--- config.mk ---
export PLATFORM = sky130hd
export DESIGN_NAME = dbr_next_pc
export DESIGN_NICKNAME = d
export VERILOG_FILES = /design/src/rtl/dbr_next_pc.sv
export SDC_FILE = /design/constraint.sdc
export NUM_CORES = 1
export LEC_CHECK = 0
export ABC_AREA = 1
export BUFFER_PORTS_ARGS = -buffer_cell sky130_fd_sc_hd__buf_2
export CAP_MARGIN = 10
export CORE_MARGIN = 2
export CORE_UTILIZATION = 55
export DETAILED_ROUTE_END_ITERATION = 7
export PLACE_DENSITY = 0.79
export SYNTH_ARGS = -nofsm -noshare
export SYNTH_HDL_FRONTEND = slang
export SYNTH_SLANG_ARGS = --single-unit
--- constraint.sdc ---
create_clock -name clk -period 4.05 [get_ports clk]
set_clock_uncertainty 0.05 [all_clocks]
set_input_delay 0 -clock clk [delete_from_list [all_inputs] [get_ports clk]]
set_output_delay 0 -clock clk [all_outputs]
set_load 0.005 [all_outputs]
--- src/rtl/dbr_next_pc.sv ---
module dbr_next_pc #(
  parameter logic [31:0] RESET_VEC = 32'h0000_1000
) (
  input  logic        clk,
  input  logic        rst,
  input  logic        advance,
  input  logic [31:0] insn,
  input  logic [2:0]  fmt,
  input  logic        taken,
  input  logic        annul,
  output logic [31:0] pc,
  output logic [31:0] npc,
  output logic [31:0] nnpc,
  output logic [31:0] tgt,
  output logic        squash
);

  localparam logic [2:0] F_D30 = 3'd1;
  localparam logic [2:0] F_D22 = 3'd2;
  localparam logic [2:0] F_D19 = 3'd3;
  localparam logic [2:0] F_D16 = 3'd4;
  localparam logic [2:0] F_I13 = 3'd5;

  logic [31:0] disp, nxt_npc;
  logic        is_br, go, kill;

  always_comb begin
    case (fmt)
      F_D30:   disp = {insn[29:0], 2'b00};
      F_D22:   disp = {{8{insn[21]}}, insn[21:0], 2'b00};
      F_D19:   disp = {{11{insn[18]}}, insn[18:0], 2'b00};
      F_D16:   disp = {{14{insn[21]}}, insn[21:20], insn[13:0], 2'b00};
      F_I13:   disp = {{19{insn[12]}}, insn[12:0]};
      default: disp = '0;
    endcase
  end

  assign tgt     = pc + disp;
  assign is_br   = (fmt >= F_D30) && (fmt <= F_I13) && !squash;
  assign go      = is_br && taken;
  assign kill    = is_br && annul;
  assign nxt_npc = go ? tgt : (kill ? npc + 32'd4 : nnpc);

  always_ff @(posedge clk) begin
    if (rst) begin
      pc     <= RESET_VEC;
      npc    <= RESET_VEC + 32'd4;
      nnpc   <= RESET_VEC + 32'd8;
      squash <= 1'b0;
    end else if (advance) begin
      pc     <= npc;
      npc    <= nxt_npc;
      nnpc   <= nxt_npc + 32'd4;
      squash <= kill;
    end
  end

  p_hold_r2: assert property (@(posedge clk) disable iff (rst)
    !advance |=> $stable(pc) && $stable(npc) && $stable(nnpc) && $stable(squash));

  p_shift_r3: assert property (@(posedge clk) disable iff (rst)
    advance |=> pc == $past(npc));

  p_taken_r7: assert property (@(posedge clk) disable iff (rst)
    advance && !squash && fmt >= 3'd1 && fmt <= 3'd5 && taken && !annul
    |=> npc == $past(tgt) && !squash);

  p_annul_r8: assert property (@(posedge clk) disable iff (rst)
    advance && !squash && fmt >= 3'd1 && fmt <= 3'd5 && annul && !taken
    |=> npc == $past(npc) + 32'd4 && squash);

  p_once_r10: assert property (@(posedge clk) disable iff (rst)
    squash && advance |=> !squash);

  p_nobr_r12: assert property (@(posedge clk) disable iff (rst)
    (fmt == 3'd0 || fmt > 3'd5) |-> tgt == pc);

endmodule

==> impl_metrics.env <==
export IMPL_crit_path_start_kind="primary input"
export IMPL_cp_max_fo=13
export IMPL_fin_util=0.635
export IMPL_die_w_um=130
export IMPL_ys_warn_count=0
export IMPL_power_density_mw_per_mm2=313
export IMPL_antenna_left=0
export IMPL_grt_setup_unrepaired="no"
export IMPL_grt_max_degree=79
export IMPL_cts_tree="built"
export IMPL_fillCellCount=1598
export IMPL_ios=169
export IMPL_slowest_delay_ns=0.48
export IMPL_grtUsageTotal=0.341
export IMPL_slew_limit_headroom=0.477
export IMPL_min_from="insn[0]"
export IMPL_antenna_found_initial=0
export IMPL_setup_viol=0
export IMPL_met2_usage=0.534
export IMPL_worst_ir_drop_vdd_mv=0.257
export IMPL_h_tree_depth=3
export IMPL_drv_cap=0
export IMPL_nets=1743
export IMPL_vias=10300
export IMPL_max_clock_freq_ghz=0.294
export IMPL_clkLatencyLatePin_ns=0.35
export IMPL_grt_busiest_layer="met2"
export IMPL_ys_types=47
export IMPL_period_needed_ns=3.40
export IMPL_synth_nets=1605
export IMPL_setup_tns_ns=0
export IMPL_crit_slowest_cell="ha_1"
export IMPL_die_h_um=130
export IMPL_initial_core_util=0.558
export IMPL_grt_pass1_wl_um=45000
export IMPL_drt_total_wl_um=29600
export IMPL_grt_overflow=0
export IMPL_status="complete, no violations"
export IMPL_ys_ff_latch=95
export IMPL_die_area_mm2=0.0170
export IMPL_leakage_nw=5.48
export IMPL_ys_seq_area_frac=0.216
export IMPL_path_common_cell="nand2_1"
export IMPL_fin_total_pwr_w=0.00313
export IMPL_clkSlewWorstSetupHoldPaths_ns=0.07
export IMPL_worst_pin_slew_ns=0.783
export IMPL_use_met3=0.0399
export IMPL_vias_per_cell=5.44
export IMPL_syn_inst=1531
export IMPL_first_iter_violations=1065
export IMPL_drt_drc_violations_left=0
export IMPL_maxSlewViolCount=0
export IMPL_finalHoldViolations=0
export IMPL_diodes=0
export IMPL_core_area_mm2=0.0158
export IMPL_worst_setup_path_type="primary input to flip-flop"
export IMPL_hpwl_um=23400
export IMPL_met1_usage=0.484
export IMPL_cts_made_buffers=9
export IMPL_root_buffer="clkbuf_16"
export IMPL_gp_congestion=0.950
export IMPL_finalCritPeriodShare=0.841
export IMPL_stdcell_count=1890
export IMPL_pre_cts_ws_ns=0.478
export IMPL_hp_class="primary input to flip-flop"
export IMPL_cts_sink_count=95
export IMPL_grt_pass1_vias=8946
export IMPL_cts_hold_buf=0
export IMPL_post_cts_resized=0
export IMPL_postCtsSetupBuffers=0
export IMPL_critPathRequiredTime_ns=4.25
export IMPL_drive_above_1_share=0.151
export IMPL_arrival_ns=3.60
export IMPL_num_rows=46
export IMPL_crit_start="fmt[1]"
export IMPL_cts_max_path_buffers=2
export IMPL_avgRoutedWirePerCell_um=15.6
export IMPL_syn_to_final_growth_pct=14.0
export IMPL_rr_startpoint="pc[0]"
export IMPL_finalWorstSetupSlack_ns=0.645
export IMPL_place_inst=1874
export IMPL_port_buffer_count=166
export IMPL_syn_area_mm2=0.00879
export IMPL_drt_pass1_iterations=5
export IMPL_crit_chain="buf_2 -> o21ai_0 -> and2_1 -> o22ai_1 -> ha_1 -> nand2_1 -> nand3_1 -> xor2_1 -> nand2_1 -> nand2_2 -> ha_1 -> nand2_1 -> nor2_4 -> nand2_2 -> nor2_4 -> nand2_4 -> o21ai_1 -> nand2_1 -> o21ai_1 -> inv_1"
export IMPL_synth_avg_cell_area_um2=5.74
export IMPL_worstSetupEndpointType="flip-flop"
kinds of logic after synthesis:
group / count (synthesis) / synth area share
and+or+nand+nor: 793 / 0.403
buffers and inverters: 327 / 0.149
AOI/OAI and AO/OA: 258 / 0.158
DFF: 95 / 0.216
adders and majority gates: 34 / 0.0492
xor gates and xnor gates: 24 / 0.0239
state kept, by name (all words and copies together) (netlist names):
name and flops:
nnpc 30, npc 32, pc 32, squash 1
worst max-delay path: cells and delay by family:
| family | cells | cell delay (ns) |
|---|---|---|
| xor gates and xnor gates | 1 | 0.32 |
| AOI/OAI and AO/OA | 4 | 0.64 |
| and+or+nand+nor | 11 | 1.75 |
| adders and majority gates | 2 | 0.70 |
| buffers and inverters | 2 | 0.18 |
synth_stat cells, drive strengths merged:
cell | count | area share
nor3 | 23 | 0.014
xnor2 | 7 | 0.0070
nor2 | 121 | 0.063
nand3 | 132 | 0.081
a21oi | 113 | 0.065
o22ai | 11 | 0.0078
o21ai | 112 | 0.065
nand2 | 464 | 0.21
inv | 276 | 0.12
nand3b | 5 | 0.0043
and2 | 28 | 0.020
or2 | 5 | 0.0036
clkinv | 4 | 0.0017
buf | 16 | 0.015
xor2 | 17 | 0.017
nand4 | 14 | 0.011
nor3b | 1 | 0.00085
o21bai | 4 | 0.0038
a21boi | 1 | 0.00085
o211ai | 7 | 0.0065
o221ai | 3 | 0.0030
o21a | 7 | 0.0060
dfxtp | 95 | 0.22
ha | 33 | 0.047
fa | 1 | 0.0023
clkbuf | 31 | 0.014
through the flow:
step / hold WS [ns] / cell area, um^2
2_1_floorplan: 0.217 / 8790
5_1_grt: 0.196 / 10000
3_5_place_dp: 0.350 / 9710
4_1_cts: 0.141 / 10000
3_3_place_gp: 0.349 / 9710
6_report: 0.134 / 10000
final timing paths:
check,slack (ns),cells after the start,to
max,0.65,20,nnpc[24]
min,0.13,6,npc[0]
min reg2reg,0.44,2,nnpc[3]
max reg2reg,0.78,18,nnpc[24]
final cells by class:
type                            instances  area [um^2]  area share
Timing Repair Buffer                  174          903      0.0902
Multi-Input combinational cell       1109         5580       0.557
Inverter                              280         1050       0.105
Sequential cell                        95         1900       0.190
Clock buffer                           10          229      0.0229
Clock inverter                          6         85.1     0.00849
Tap cell                              216          270      0.0270
report_power, final:
group	internal, W	switching [W]	total, W
Clock	0.000539	0.000371	0.000911
Sequential	0.00101	0.0000893	0.00110
Combinational	0.000401	0.000719	0.00112
Total	0.00195	0.00118	0.00313
cell usage in the layout, fill, tap and decap left out, types with 8 or more instances in the layout:
master and instances:
ha_1 33, o22ai_1 11, nor2_1 107, and2_1 28
nand4_1 12, a21oi_1 111, o21ai_0 102, dfxtp_1 95
nor2_4 8, inv_1 270, o21ai_1 8, xor2_1 17
nor3_1 21, buf_2 166, nand3_1 124, nand2_2 19
clkbuf_16 9, nand2_1 443
per-layer routing:
metal  wire length [um]  part of all wire  vias up
li1                   -                 -     5119
met1              13300              0.45     4637
met2              12900              0.44      451
met3               2430             0.082       67
met4               1010             0.034        0
met5                  0                 0        -
No activity file was read; power rests on OpenSTA's default activity.
